## src/rtl/dac_cmd_pkg.sv

```systemverilog
package dac_cmd_pkg;
  localparam int OP_W = 3;
  typedef enum logic [OP_W-1:0] {
    OP_NOP     = 3'b000,
    OP_LD_IN   = 3'b001,
    OP_LD_BOTH = 3'b010,
    OP_UPDATE  = 3'b011,
    OP_UPO_LO  = 3'b100,
    OP_SHDN    = 3'b101,
    OP_UPO_HI  = 3'b110,
    OP_MODE    = 3'b111
  } op_e;
endpackage

```

## src/rtl/dac_pin_sync.sv

```systemverilog
module dac_pin_sync #(
  parameter int          W       = 1,
  parameter int          STAGES  = 2,
  parameter logic [W-1:0] RST_VAL = '0
) (
  input  logic         clk_i,
  input  logic         rst_ni,
  input  logic [W-1:0] d_i,
  output logic [W-1:0] q_o
);
  logic [W-1:0] stg_q [STAGES];

  for (genvar s = 0; s < STAGES; s++) begin : g_stage
    always_ff @(posedge clk_i or negedge rst_ni) begin
      if (!rst_ni) stg_q[s] <= RST_VAL;
      else if (s == 0) stg_q[s] <= d_i;
      else stg_q[s] <= stg_q[(s == 0) ? 0 : s-1];
    end
  end

  assign q_o = stg_q[STAGES-1];
endmodule

```

## src/rtl/dac_serial_rx.sv

```systemverilog
module dac_serial_rx #(
  parameter int WORD_W = 16
) (
  input  logic              clk_i,
  input  logic              rst_ni,
  input  logic              cs_n_s_i,
  input  logic              sclk_s_i,
  input  logic              din_s_i,
  output logic [WORD_W-1:0] word_o,
  output logic              frame_o
);
  logic              sclk_d_q, cs_n_d_q;
  logic [WORD_W-1:0] sr_q;

  always_ff @(posedge clk_i or negedge rst_ni) begin
    if (!rst_ni) begin
      sclk_d_q <= 1'b0;
      cs_n_d_q <= 1'b1;
      sr_q     <= '0;
    end else begin
      sclk_d_q <= sclk_s_i;
      cs_n_d_q <= cs_n_s_i;
      if (!cs_n_s_i && sclk_s_i && !sclk_d_q) sr_q <= {sr_q[WORD_W-2:0], din_s_i};
    end
  end

  assign word_o  = sr_q;
  assign frame_o = cs_n_s_i && !cs_n_d_q;

  a_r1_shift_only_selected: assert property (@(posedge clk_i) disable iff (!rst_ni)
    cs_n_s_i |=> $stable(sr_q));
endmodule

```

## src/rtl/dac_cmd_core.sv

```systemverilog
module dac_cmd_core
  import dac_cmd_pkg::*;
#(
  parameter int DATA_W = 12,
  localparam int WORD_W = DATA_W + OP_W + 1
) (
  input  logic              clk_i,
  input  logic              rst_ni,
  input  logic              frame_i,
  input  logic [WORD_W-1:0] word_i,
  input  logic              clr_n_s_i,
  input  logic              pd_s_i,
  input  logic              pdl_s_i,
  input  logic              rstval_s_i,
  output logic [DATA_W-1:0] dac_o,
  output logic              shdn_o,
  output logic              upo_o,
  output logic              rise_o
);
  localparam logic [DATA_W-1:0] MID = {1'b1, {(DATA_W-1){1'b0}}};

  op_e               op;
  logic [DATA_W-1:0] data, rst_code;
  logic [DATA_W-1:0] in_q, dac_q;
  logic              shdn_q, upo_q, rise_q;
  logic [1:0]        pup_cnt_q;
  logic              pup_done;

  assign op       = op_e'(word_i[WORD_W-1 -: OP_W]);
  assign data     = word_i[WORD_W-OP_W-1 -: DATA_W];
  assign rst_code = rstval_s_i ? MID : '0;
  assign pup_done = (pup_cnt_q == 2'd3);

  always_ff @(posedge clk_i or negedge rst_ni) begin
    if (!rst_ni) begin
      pup_cnt_q <= '0;
      in_q      <= '0;
      dac_q     <= '0;
      upo_q     <= 1'b0;
      rise_q    <= 1'b0;
    end else begin
      if (!pup_done) pup_cnt_q <= pup_cnt_q + 2'd1;
      if (!pup_done || !clr_n_s_i) begin
        in_q  <= rst_code;
        dac_q <= rst_code;
      end else if (frame_i) begin
        case (op)
          OP_LD_IN:   in_q <= data;
          OP_LD_BOTH: begin in_q <= data; dac_q <= data; end
          OP_UPDATE:  dac_q <= in_q;
          default: ;
        endcase
      end
      if (!clr_n_s_i) upo_q <= 1'b0;
      else if (frame_i && op == OP_UPO_LO) upo_q <= 1'b0;
      else if (frame_i && op == OP_UPO_HI) upo_q <= 1'b1;
      if (frame_i && op == OP_MODE) begin
        if (data[DATA_W-1]) rise_q <= 1'b1;
        else if (!data[DATA_W-2]) rise_q <= 1'b0;
      end
    end
  end

  // Lockout first, then clear, then power-down pin, then commands.
  always_ff @(posedge clk_i or negedge rst_ni) begin
    if (!rst_ni) shdn_q <= 1'b0;
    else if (!pdl_s_i || !clr_n_s_i) shdn_q <= 1'b0;
    else if (pd_s_i) shdn_q <= 1'b1;
    else if (frame_i && (op == OP_LD_BOTH || op == OP_UPDATE)) shdn_q <= 1'b0;
    else if (frame_i && op == OP_SHDN) shdn_q <= 1'b1;
  end

  assign dac_o  = dac_q;
  assign shdn_o = shdn_q;
  assign upo_o  = upo_q;
  assign rise_o = rise_q;

  a_r10_lockout: assert property (@(posedge clk_i) disable iff (!rst_ni)
    !pdl_s_i |=> !shdn_q);
  a_r9_pd_enters: assert property (@(posedge clk_i) disable iff (!rst_ni)
    pd_s_i && pdl_s_i && clr_n_s_i |=> shdn_q);
  a_r11_clear_code: assert property (@(posedge clk_i) disable iff (!rst_ni)
    !clr_n_s_i && pup_done |=> dac_q == $past(rst_code) && in_q == $past(rst_code));
  a_r11_clear_upo: assert property (@(posedge clk_i) disable iff (!rst_ni)
    !clr_n_s_i |=> !upo_q && !shdn_q);
  a_r2_dac_holds: assert property (@(posedge clk_i) disable iff (!rst_ni)
    !frame_i && clr_n_s_i && pup_done |=> $stable(dac_q));
  a_r10_shdn_holds: assert property (@(posedge clk_i) disable iff (!rst_ni)
    shdn_q && pdl_s_i && clr_n_s_i && !frame_i |=> shdn_q);
endmodule

```

## src/rtl/dac_cmd_ctrl.sv

```systemverilog
module dac_cmd_ctrl #(
  parameter int DATA_W      = 12,
  parameter int SYNC_STAGES = 2
) (
  input  logic              clk_i,
  input  logic              rst_ni,
  input  logic              rst_val_i,
  input  logic              cs_ni,
  input  logic              sclk_i,
  input  logic              din_i,
  input  logic              clr_ni,
  input  logic              pd_i,
  input  logic              pd_allow_i,
  output logic [DATA_W-1:0] dac_code_o,
  output logic              shdn_o,
  output logic              upo_o,
  output logic              dout_rise_o
);
  localparam int WORD_W = DATA_W + dac_cmd_pkg::OP_W + 1;
  localparam int NPIN   = 7;
  // order: {rstval, pdl, pd, clr_n, din, sclk, cs_n}
  localparam logic [NPIN-1:0] PIN_RST = 7'b0101001;

  logic [NPIN-1:0]   pins_s;
  logic [WORD_W-1:0] word;
  logic              frame;

  dac_pin_sync #(.W(NPIN), .STAGES(SYNC_STAGES), .RST_VAL(PIN_RST)) u_sync (
    .clk_i (clk_i),
    .rst_ni(rst_ni),
    .d_i   ({rst_val_i, pd_allow_i, pd_i, clr_ni, din_i, sclk_i, cs_ni}),
    .q_o   (pins_s)
  );

  dac_serial_rx #(.WORD_W(WORD_W)) u_rx (
    .clk_i   (clk_i),
    .rst_ni  (rst_ni),
    .cs_n_s_i(pins_s[0]),
    .sclk_s_i(pins_s[1]),
    .din_s_i (pins_s[2]),
    .word_o  (word),
    .frame_o (frame)
  );

  dac_cmd_core #(.DATA_W(DATA_W)) u_core (
    .clk_i     (clk_i),
    .rst_ni    (rst_ni),
    .frame_i   (frame),
    .word_i    (word),
    .clr_n_s_i (pins_s[3]),
    .pd_s_i    (pins_s[4]),
    .pdl_s_i   (pins_s[5]),
    .rstval_s_i(pins_s[6]),
    .dac_o     (dac_code_o),
    .shdn_o    (shdn_o),
    .upo_o     (upo_o),
    .rise_o    (dout_rise_o)
  );
endmodule

```

## config.mk

```make
export PLATFORM = sky130hd
export DESIGN_NAME = dac_cmd_ctrl
export DESIGN_NICKNAME = d
export VERILOG_FILES = /design/src/rtl/dac_cmd_pkg.sv /design/src/rtl/dac_pin_sync.sv /design/src/rtl/dac_serial_rx.sv /design/src/rtl/dac_cmd_core.sv /design/src/rtl/dac_cmd_ctrl.sv
export SDC_FILE = /design/constraint.sdc
export NUM_CORES = 1
export LEC_CHECK = 0
export ABC_AREA = 1
export CORE_MARGIN = 5
export CORE_UTILIZATION = 45
export DETAILED_ROUTE_END_ITERATION = 6
export PLACE_DENSITY = 0.65
export SLEW_MARGIN = 20
export SYNTH_ARGS = -nofsm -noshare
export SYNTH_HDL_FRONTEND = slang
export SYNTH_SLANG_ARGS = --single-unit
```

## constraint.sdc

```tcl
create_clock -name clk_i -period 3.5 [get_ports clk_i]
set_input_delay 0.35 -clock clk_i [delete_from_list [all_inputs] [get_ports clk_i]]
set_output_delay 0.35 -clock clk_i [all_outputs]
set_load 0.01 [all_outputs]
```

### Yosys cells after proc, flatten, opt, wreduce, memory -nomap -nowiden

Index checks and enable logic that the tools add are counted.

| cells by class | value |
|---|---|
| $add $sub $neg | 1 |
| equal/unequal tests | 10 |
| muxes and demuxes | 16 |
| reduce and logical (&&, ||, !) cells | 25 |

Operators with widths:

| cell | number |
|---|---|
| 2-to-1 mux 12 bit | 6 |
| one-hot mux 12 bit (2 select lines) | 1 |
| equality test 3 bit (second input constant) | 4 |
| 2-to-1 mux 1 bit | 9 |
| logical AND 1 bit | 8 |
| equality test 3 x 2 -> 1 bit (second input constant) | 2 |
| zero test 1 bit | 6 |
| AND reduction 2 bit | 3 |
| nonzero test 2 bit | 2 |
| nonzero test 4 bit | 1 |
| equality test 3 x 1 -> 1 bit (second input constant) | 1 |
| logical OR 1 bit | 3 |
| inequality test 3 x 1 -> 1 bit (second input constant) | 1 |
| nonzero test 3 bit | 1 |
| adder 2 x 1 -> 2 bit (second input constant) | 1 |
| equality test 2 bit (second input constant) | 1 |
| inequality test 2 x 1 -> 1 bit (second input constant) | 1 |
| OR reduction 2 bit | 1 |

| storage, ports and cells | value |
|---|---|
| register bits after elaboration | 61 |
| bits of input ports | 9 |
| output and inout port bits | 15 |
| word-level logic and storage cells | 63 |

### Logic depth before layout (Yosys ltp)

Gate-level depths: netlist of the first run.

| logic depth | value |
|---|---|
| depth in word-level cells | 7 |
| depth in mapped cells | 8 |
| depth with buffers taken out | 8 |

### Modules after synthesis

From an unflattened synthesis of the first run, not the netlist that was laid out.

| unflattened totals | value |
|---|---|
| cell total of the unflattened synthesis | 300 |
| area, all modules | 2,751.4 sq um |

Modules (own cells, without submodules):

| module | instances | cells an instance | area each (sq um) | sequential area each (sq um) |
|---|---|---|---|---|
| dac_cmd_core | 1 | 204 | 1,577.8 | 725.7 |
| dac_serial_rx | 1 | 75 | 763.2 | 451.7 |
| dac_pin_sync | 1 | 21 | 410.4 | 357.8 |

### Worst setup path before layout of the first run

Ideal clock, no wire load.

| timing | value |
|---|---|
| path type | reg-to-reg |
| start | register u_sync.stg_q (netlist bit u_sync.q_o[0]) |
| end | register u_core.in_q[3] |
| library setup time | 74 ps |
| data arrival time | 1,185 ps |
| data required time | 3,426 ps |
| path slack | 2,241 ps |
| cell stages (with the launch flop) | 8 |
| path buffers | 1 |
| clock period less this slack | 1,259 ps |
| cells stage by stage | dfstp_2 -> nand2_1 -> nor2_1 -> nand2_2 -> nor2_4 -> buf_6 -> nand2_1 -> o21ai_2 |

| between the ends | value |
|---|---|
| cells in the longest elaborated chain, start to end | 3 |

Ends and longest elaborated chain:

| element | RTL line | RTL |
|---|---|---|
| start: declaration | dac_pin_sync.sv:11 | `logic [W-1:0] stg_q [STAGES];` |
| start signal: indexed assignment | dac_pin_sync.sv:16 | `else if (s == 0) stg_q[s] <= d_i;` |
| start signal: indexed assignment | dac_pin_sync.sv:17 | `else stg_q[s] <= stg_q[(s == 0) ? 0 : s-1];` |
| logical AND 1 bit | dac_serial_rx.sv:28 | `assign frame_o = cs_n_s_i && !cs_n_d_q;` |
| nonzero test 2 bit (no source line) | - |  |
| AND reduction 2 bit (no source line) | - |  |
| end signal: assignment | dac_cmd_core.sv:44 | `in_q <= rst_code;` |
| end signal: assignment | dac_cmd_core.sv:48 | `OP_LD_IN: in_q <= data;` |
| end signal: assignment | dac_cmd_core.sv:49 | `OP_LD_BOTH: begin in_q <= data; dac_q <= data; end` |
| end: declaration | dac_cmd_core.sv:24 | `logic [DATA_W-1:0] in_q, dac_q;` |

Every way passes these cells.
A chain may end at the register's enable or synchronous reset.

### Worst setup path after layout of the first run

| timing | value |
|---|---|
| start | register u_sync.stg_q (netlist bit u_sync.q_o[0]) |
| end | register u_rx.sr_q[15] (netlist: u_rx.word_o[15]) |

| between the ends | value |
|---|---|
| cells in the longest elaborated chain, start to end | 3 |

Ends and longest elaborated chain:

| element | RTL line | RTL |
|---|---|---|
| zero test 1 bit | dac_serial_rx.sv:23 | `if (!cs_n_s_i && sclk_s_i && !sclk_d_q) sr_q <= {sr_q[WORD_W-2:0], din_s_i};` |
| logical AND 1 bit (2 in a row) | dac_serial_rx.sv:23 |  |
| end signal: assignment | dac_serial_rx.sv:23 |  |
| end: declaration | dac_serial_rx.sv:13 | `logic [WORD_W-1:0] sr_q;` |

Every way passes these cells.

==> run_summary.xml, run 1 <==
<?xml version="1.0" encoding="UTF-8"?>
<metrics>
  <group name="sta">
    <metric name="timing.final.crit_period" unit="ns">1.63</metric>
    <metric name="setup_repair_after_global_routing_missed_its_margin" unit="">false</metric>
    <metric name="max_slew_violation_count" unit="">0</metric>
    <metric name="setup_tns_final" unit="ns">0</metric>
    <metric name="tightest_slew" unit="ns">0.953</metric>
    <metric name="timing.slew.headroom" unit="%">36.3</metric>
    <metric name="hold_viol" unit="">0</metric>
    <metric name="min_period_over_period" unit="%">46.7</metric>
    <metric name="report.final.setup_viol" unit="">0</metric>
    <metric name="finalClockSkew" unit="ns">0.00730</metric>
    <metric name="fmaxAchievable" unit="MHz">612</metric>
  </group>
  <group name="synth">
    <metric name="cell_count_after_synthesis" unit="">255</metric>
    <metric name="yosysSeqAreaShare" unit="%">62.4</metric>
    <metric name="syn_area_per_cell" unit="um2">9.65</metric>
    <metric name="synth_seq_cells" unit="">61</metric>
    <metric name="synthesis.area" unit="mm2">0.00246</metric>
    <metric name="synth_cell_type_count" unit="">25</metric>
    <metric name="ys.warnings.count" unit="">0</metric>
    <metric name="syn_nets" unit="">265</metric>
  </group>
  <group name="clock_network">
    <metric name="total_number_of_clock_tree_sinks" unit="">61</metric>
    <metric name="worstSkewPairLatency" unit="ns">0.34</metric>
    <metric name="clkTransAtPathRegs" unit="ns">0.06</metric>
    <metric name="post_cts.resized_instances" unit="">0</metric>
    <metric name="numCtsBuffers" unit="">9</metric>
    <metric name="cts-htree-levels" unit="">3</metric>
    <metric name="clock_tree_from_tritoncts" unit="">built</metric>
    <metric name="cts.repair_timing.setup_buffer_count" unit="">0</metric>
    <metric name="maximum_buffer_depth_of_the_clock_tree" unit="">2</metric>
    <metric name="clockRootBuffer" unit="">clkbuf_8</metric>
  </group>
  <group name="placement">
    <metric name="routabilityCongestion" unit="">0.827</metric>
    <metric name="hpwlAfterDp" unit="um">2800</metric>
    <metric name="buffer_ports.inserted" unit="">23</metric>
  </group>
  <group name="setup_path">
    <metric name="worst-path-buf-inv" unit="">0</metric>
    <metric name="setup.worst_path.end_class" unit="">flop</metric>
    <metric name="worstSetupPathType" unit="">reg -&gt; reg</metric>
    <metric name="crit_fanout" unit="">32</metric>
    <metric name="cpLargestDelayFamily" unit="">simple AND/OR/NAND/NOR gates</metric>
    <metric name="critical_path.reg2reg.endpoint" unit="">u_rx.word_o[15]</metric>
    <metric name="start_kind" unit="">flop</metric>
    <metric name="critical_path.slowest_cell" unit="">nand3b_1</metric>
    <metric name="crit_required" unit="ns">3.72</metric>
    <metric name="cp.arrival" unit="ns">1.86</metric>
    <metric name="worst-r2r-setup-slack" unit="ns">1.87</metric>
    <metric name="reg2reg_from" unit="">u_sync.q_o[0]</metric>
    <metric name="crit_path_largest_cell_delay" unit="ns">0.71</metric>
    <metric name="worstRegToRegCells" unit="">2</metric>
    <metric name="critical_path.cell_chain" unit="">nand3b_1, o21ai_0</metric>
  </group>
  <group name="layout">
    <metric name="leading_cell_type_in_the_layout_fill_and_taps_excluded" unit="">nand2_1</metric>
    <metric name="antennaDiodeCount" unit="">0</metric>
    <metric name="nNetsFinal" unit="">293</metric>
    <metric name="layout-area-overhead-vs-synth" unit="%">18.2</metric>
    <metric name="highest_count_cells_in_the_layout_ignoring_fill_and_taps" unit="">nand2_1, dfrtp_1, inv_1, o21ai_0, clkdlybuf4s50_1</metric>
    <metric name="drive_above_1_share" unit="%">14.9</metric>
    <metric name="filler_cell_count" unit="">496</metric>
  </group>
  <group name="detailed_routing">
    <metric name="drtIter0Drc" unit="">99</metric>
    <metric name="detailedRoute.firstPassIterationCount" unit="">5</metric>
    <metric name="vias" unit="">1657</metric>
    <metric name="antenna_violating_nets_post_route" unit="">0</metric>
    <metric name="route.detailed.drc" unit="">0</metric>
    <metric name="avgRoutedWirePerCell" unit="um">11.4</metric>
    <metric name="post_drt_via_cell_ratio" unit="">4.60</metric>
    <metric name="postRouteWirelength" unit="um">4110</metric>
  </group>
  <group name="floorplan">
    <metric name="core.rowCount" unit="">27</metric>
    <metric name="initial_utilization" unit="%">45.5</metric>
    <metric name="design.core.area" unit="mm2">0.00541</metric>
    <metric name="die_h" unit="um">84.0</metric>
    <metric name="ios" unit="">24</metric>
    <metric name="total_die_area" unit="mm2">0.00705</metric>
    <metric name="floorplan.die.width" unit="um">84.0</metric>
  </group>
  <group name="run">
    <metric name="max_cap_viol_count" unit="">0</metric>
  </group>
  <group name="worst_hold_path">
    <metric name="min-delay-path-class" unit="">reg -&gt; reg</metric>
    <metric name="worstHoldStart" unit="">u_sync.stg_q[8]</metric>
    <metric name="cells_on_worst_hold_path" unit="">0</metric>
    <metric name="worstHoldEndpoint" unit="">u_sync.q_o[1]</metric>
  </group>
  <group name="pwr">
    <metric name="power.density_cell_area" unit="mW/mm2">553</metric>
    <metric name="irDropWorstVdd" unit="mV">0.305</metric>
    <metric name="design_power_total" unit="mW">1.61</metric>
    <metric name="p_leak" unit="nW">1.38</metric>
  </group>
  <group name="grt">
    <metric name="grt_pass1_vias" unit="">1687</metric>
    <metric name="globalRouteOverflowTotal" unit="">0</metric>
    <metric name="grt_max_degree" unit="">41</metric>
    <metric name="grt_antenna_before_repair" unit="">0</metric>
    <metric name="grt_pass1_wl" unit="um">7510</metric>
    <metric name="gr_util_all_layers" unit="%">13.6</metric>
  </group>
  <group name="status">
    <metric name="outcome" unit="">complete, no violations</metric>
  </group>
</metrics>
kinds of logic after synthesis:
kind of cell	synth area share [%]
AND/OR/NAND/NOR	19.5
flip-flops	62.4
AO/OA/AOI/OAI	10.1
buffers and inverters	6.71
XOR/XNOR	0.356
multiplexers	0.458
adder cells (fa/ha/maj)	0.508
per-stage QoR:
step	setup slack (ns)	utilization, %	hold WS (ns)	cell area (um2)	cells
floorplan	2.24	-	0.0544	2460	255
global placement	1.89	50.5	0.332	2730	343
detailed placement	1.89	50.5	0.337	2730	343
CTS	1.87	53.8	0.352	2910	360
global route	1.58	53.8	0.363	2910	360
finish	1.87	53.8	0.348	2910	360
cells in the mapped netlist (all sizes together):
master / instances / area share (%)
o21ai: 37 / 9.0
inv: 29 / 4.4
xnor2: 1 / 0.36
nor2: 16 / 2.9
clkbuf: 3 / 0.51
mux2: 1 / 0.46
nand3: 8 / 1.6
a21oi: 5 / 1.0
nand2: 85 / 14
dfstp: 7 / 7.5
buf: 5 / 1.8
nor3: 2 / 0.86
ha: 1 / 0.51
nand3b: 1 / 0.31
dfrtp: 54 / 55
metal layers:
metal / part of all wire [%] / routed length (um) / global-route usage (%) / up-vias
met5: 0 / 0 / 0 / -
met4: 2.3 / 96 / 8.04 / 0
met3: 4.7 / 195 / 4.84 / 11
met2: 44 / 1800 / 19.7 / 32
met1: 49 / 2020 / 17.5 / 764
li1: - / - / - / 850
state kept, by name, indices dropped and copies added, names as in the netlist:
name and cells:
u_core.dac_o 12, u_core.in_q 12, u_core.pup_cnt_q 2, u_core.rise_o 1, u_core.shdn_o 1, u_core.upo_o 1
u_rx.cs_n_d_q 1, u_rx.sclk_d_q 1, u_rx.word_o 16, u_sync.q_o 7, u_sync.stg_q 7
report_power, final:
group	leakage (nW)	internal, mW	switching [mW]
sequential	0.762	0.783	0.0587
clock	0.0877	0.296	0.251
combinational	0.526	0.0874	0.132
total	1.38	1.17	0.441
worst max-delay path by stage:
stage	from	to	slack [ns]	depth (start not counted)
floorplan	u_sync.q_o[0]	u_core.in_q[3]	2.24	7
global placement	u_sync.q_o[0]	u_rx.word_o[15]	1.89	2
detailed placement	u_sync.q_o[0]	u_rx.word_o[15]	1.89	2
CTS	u_sync.q_o[0]	u_rx.word_o[15]	1.87	2
global route	u_sync.q_o[0]	u_rx.word_o[14]	1.58	2
finish	u_sync.q_o[0]	u_rx.word_o[15]	1.87	2
what timing repair did:
item	in CTS	in global routing
hold buffers	1	0
hold endpoints to repair	9	0
endpoints found under the setup margin	0	0
area by class of cell:
type	instances	area [um2]	area share, %
clock buffers	15	166	5.72
clock inverters	1	5.00	0.172
inverters	29	109	3.74
multi-input cells	157	761	26.2
flip-flops and latches	61	1540	52.8
well taps	72	90.1	3.10
repair buffers	25	243	8.34
No activity file was read; power rests on OpenSTA's default activity.
==> inputs of run 2 (changes only) <==
Clock period 3.5 ns to 1.6 ns, I/O delays scaled along.
==> run 2 against run 1 <==
Effect of this change:
- highest routed layer unchanged
- fmax rose by 10%
- largest cell class unchanged
- combinational power is 130% higher
- first-iteration DRC count rose by 3.0%
- final area grew 2.4%
- setup slack lost 1.7 ns
- clock skew about the same
- sequential power increased by 120%
- non-clock buffer count grew 4
- sequential share of layout area fell by 1.2 points
- core utilization is 1.3 points higher
- die area stayed put
- cell count increased by 1.1%
==> run_summary.xml, run 2 (synthesis results as in run 1) <==
<?xml version="1.0" encoding="UTF-8"?>
<metrics>
  <group name="status">
    <metric name="outcome" unit="">complete, no violations</metric>
  </group>
  <group name="setup_path">
    <metric name="worstSetupPathType" unit="">reg -&gt; reg</metric>
    <metric name="cpLargestDelayFamily" unit="">simple AND/OR/NAND/NOR gates</metric>
    <metric name="start_kind" unit="">flop</metric>
    <metric name="critical_path_depth" unit="">5</metric>
    <metric name="crit_fanout" unit="">11</metric>
    <metric name="critical_path.startpoint" unit="">u_core.pup_cnt_q[0]</metric>
    <metric name="crit_path_largest_cell_delay" unit="ns">0.40</metric>
    <metric name="cp.arrival" unit="ns">1.69</metric>
    <metric name="crit_required" unit="ns">1.80</metric>
    <metric name="worstRegToRegCells" unit="">5</metric>
    <metric name="critical_path.slowest_cell" unit="">dfrtp_1</metric>
    <metric name="critPathCapture" unit="">u_core.in_q[0]</metric>
    <metric name="critical_path.reg2reg.endpoint" unit="">u_core.in_q[0]</metric>
    <metric name="worst-r2r-setup-slack" unit="ns">0.12</metric>
    <metric name="worst-path-buf-inv" unit="">1</metric>
    <metric name="critical_path.cell_chain" unit="">ha_1, nand2_4, inv_1, nand2_2, o21ai_0</metric>
    <metric name="reg2reg_from" unit="">u_core.pup_cnt_q[0]</metric>
    <metric name="setup.worst_path.end_class" unit="">flop</metric>
  </group>
  <group name="layout">
    <metric name="largest_register_ff_count" unit="">16</metric>
    <metric name="leading_cell_type_in_the_layout_fill_and_taps_excluded" unit="">nand2_1</metric>
    <metric name="antennaDiodeCount" unit="">0</metric>
    <metric name="nNetsFinal" unit="">297</metric>
    <metric name="highest_count_cells_in_the_layout_ignoring_fill_and_taps" unit="">nand2_1, dfrtp_1, inv_1, o21ai_0, clkdlybuf4s50_1</metric>
    <metric name="drive_above_1_share" unit="%">16.4</metric>
    <metric name="layout-area-overhead-vs-synth" unit="%">21.0</metric>
  </group>
  <group name="sta">
    <metric name="min_period_over_period" unit="%">92.6</metric>
    <metric name="hold_viol" unit="">0</metric>
    <metric name="timing.slew.headroom" unit="%">66.6</metric>
    <metric name="timing.final.crit_period" unit="ns">1.48</metric>
    <metric name="worst_slack" unit="ns">0.118</metric>
    <metric name="tightest_slew" unit="ns">0.499</metric>
    <metric name="setup_repair_after_global_routing_missed_its_margin" unit="">false</metric>
    <metric name="finalClockSkew" unit="ns">0.00682</metric>
    <metric name="report.final.setup_viol" unit="">0</metric>
    <metric name="max_slew_violation_count" unit="">0</metric>
    <metric name="fmaxAchievable" unit="MHz">675</metric>
    <metric name="setup_tns_final" unit="ns">0</metric>
  </group>
  <group name="clock_network">
    <metric name="maximum_buffer_depth_of_the_clock_tree" unit="">2</metric>
    <metric name="numCtsBuffers" unit="">9</metric>
    <metric name="clock_tree_from_tritoncts" unit="">built</metric>
    <metric name="clockRootBuffer" unit="">clkbuf_8</metric>
    <metric name="total_number_of_clock_tree_sinks" unit="">61</metric>
    <metric name="clkTransAtPathRegs" unit="ns">0.06</metric>
    <metric name="cts-htree-levels" unit="">3</metric>
    <metric name="worstSkewPairLatency" unit="ns">0.33</metric>
  </group>
  <group name="detailed_routing">
    <metric name="avgRoutedWirePerCell" unit="um">11.3</metric>
    <metric name="postRouteWirelength" unit="um">4100</metric>
    <metric name="antenna_violating_nets_post_route" unit="">0</metric>
    <metric name="vias" unit="">1676</metric>
    <metric name="drtIter0Drc" unit="">102</metric>
    <metric name="post_drt_via_cell_ratio" unit="">4.60</metric>
    <metric name="route.detailed.drc" unit="">0</metric>
    <metric name="detailedRoute.firstPassIterationCount" unit="">4</metric>
  </group>
  <group name="grt">
    <metric name="globalRouteOverflowTotal" unit="">0</metric>
    <metric name="grt_pass1_vias" unit="">1583</metric>
    <metric name="grt_pass1_wl" unit="um">7320</metric>
    <metric name="grt_antenna_before_repair" unit="">0</metric>
    <metric name="gr_util_all_layers" unit="%">13.4</metric>
    <metric name="grt_max_degree" unit="">45</metric>
  </group>
  <group name="floorplan">
    <metric name="floorplan.die.width" unit="um">84.0</metric>
    <metric name="core.rowCount" unit="">27</metric>
    <metric name="ios" unit="">24</metric>
    <metric name="die_h" unit="um">84.0</metric>
    <metric name="design.core.area" unit="mm2">0.00541</metric>
    <metric name="initial_utilization" unit="%">45.5</metric>
    <metric name="total_die_area" unit="mm2">0.00705</metric>
  </group>
  <group name="placement">
    <metric name="routabilityCongestion" unit="">0.771</metric>
    <metric name="pre_cts_slack" unit="ns">0.0571</metric>
    <metric name="buffer_ports.inserted" unit="">23</metric>
    <metric name="hpwlAfterDp" unit="um">2710</metric>
  </group>
  <group name="pwr">
    <metric name="power.density_cell_area" unit="mW/mm2">1200</metric>
    <metric name="irDropWorstVdd" unit="mV">0.729</metric>
    <metric name="p_leak" unit="nW">1.41</metric>
  </group>
  <group name="worst_hold_path">
    <metric name="min-delay-path-class" unit="">in -&gt; reg</metric>
  </group>
  <group name="run">
    <metric name="max_cap_viol_count" unit="">0</metric>
  </group>
</metrics>
==> run 2: cell count changes in the layout (fill, tap and decap cells not counted) <==
cell and change:
buf_12 +2, buf_4 +2, clkbuf_1 -1, clkbuf_8 +1, nor2_2 -1, nor2_4 +1
==> run 2: worst reg2reg max path: cells and delay by family, from the launching register on <==
kind | cells | cell delay, ns
and+or+nand+nor | 2 | 0.45
DFF | 1 | 0.40
adders and majority gates | 1 | 0.28
AOI/OAI and AO/OA | 1 | 0.12
buffers and inverters | 1 | 0.10
==> run 2: worst min path at each step <==
stage,start,endpoint,cells after the start
after floorplan,rst_ni,u_core.dac_o[0],0
after global placement,rst_ni,u_core.dac_o[5],1
after detailed placement,rst_ni,u_core.dac_o[5],1
after CTS,pd_allow_i,u_sync.stg_q[12],1
after global routing,cs_ni,u_sync.stg_q[7],1
final,pd_allow_i,u_sync.stg_q[12],1
==> run 2: per-stage QoR <==
stage / area [um2] / utilization (%) / hold WS, ns / std cells / total power, mW
final: 2980 / 55.1 / 0.230 / 364 / 3.57
after global routing: 2980 / 55.1 / 0.224 / 364 / 3.79
after CTS: 2950 / 54.7 / 0.216 / 363 / 3.62
after detailed placement: 2760 / 51.1 / 0.135 / 346 / 2.37
after global placement: 2760 / 51.1 / 0.131 / 346 / 2.36
after floorplan: 2460 / - / -0.136 / 255 / 2.18
==> run 2: layout make-up <==
class	instances	area (um2)
clock buffer	15	176
multi-input combinational	157	766
timing repair buffer	29	298
inverter	29	109
tap	72	90.1
sequential	61	1540
fill	506	2430
clock inverter	1	5.00
==> run 2: layer usage <==
metal,vias to the layer above,routed length [um],part of all wire [%],global-route usage (%)
met5,-,0,0,0
met4,0,81,2.0,6.14
met3,8,205,5.0,4.94
met2,28,1770,43,20.0
met1,781,2040,50,17.4
li1,859,-,-,-
==> run 2: where the power goes <==
group          internal [mW]  switching, mW
clock network          0.688          0.536
registers               1.71          0.131
logic                  0.209          0.294
==> run 2: what timing repair did <==
| item | CTS | global route |
|---|---|---|
| resized for setup | 0 | 1 |
| setup buffers | 0 | 1 |
| setup endpoints to repair | 0 | 15 |
| hold buffers | 1 | 0 |
| endpoints found under the hold margin | 17 | 0 |
==> inputs of run 3 (changes only) <==
Settings changed: CAP_MARGIN set to 20.
==> results of run 3 <==
Final layout, timing and power as in run 2 (identical DEF).
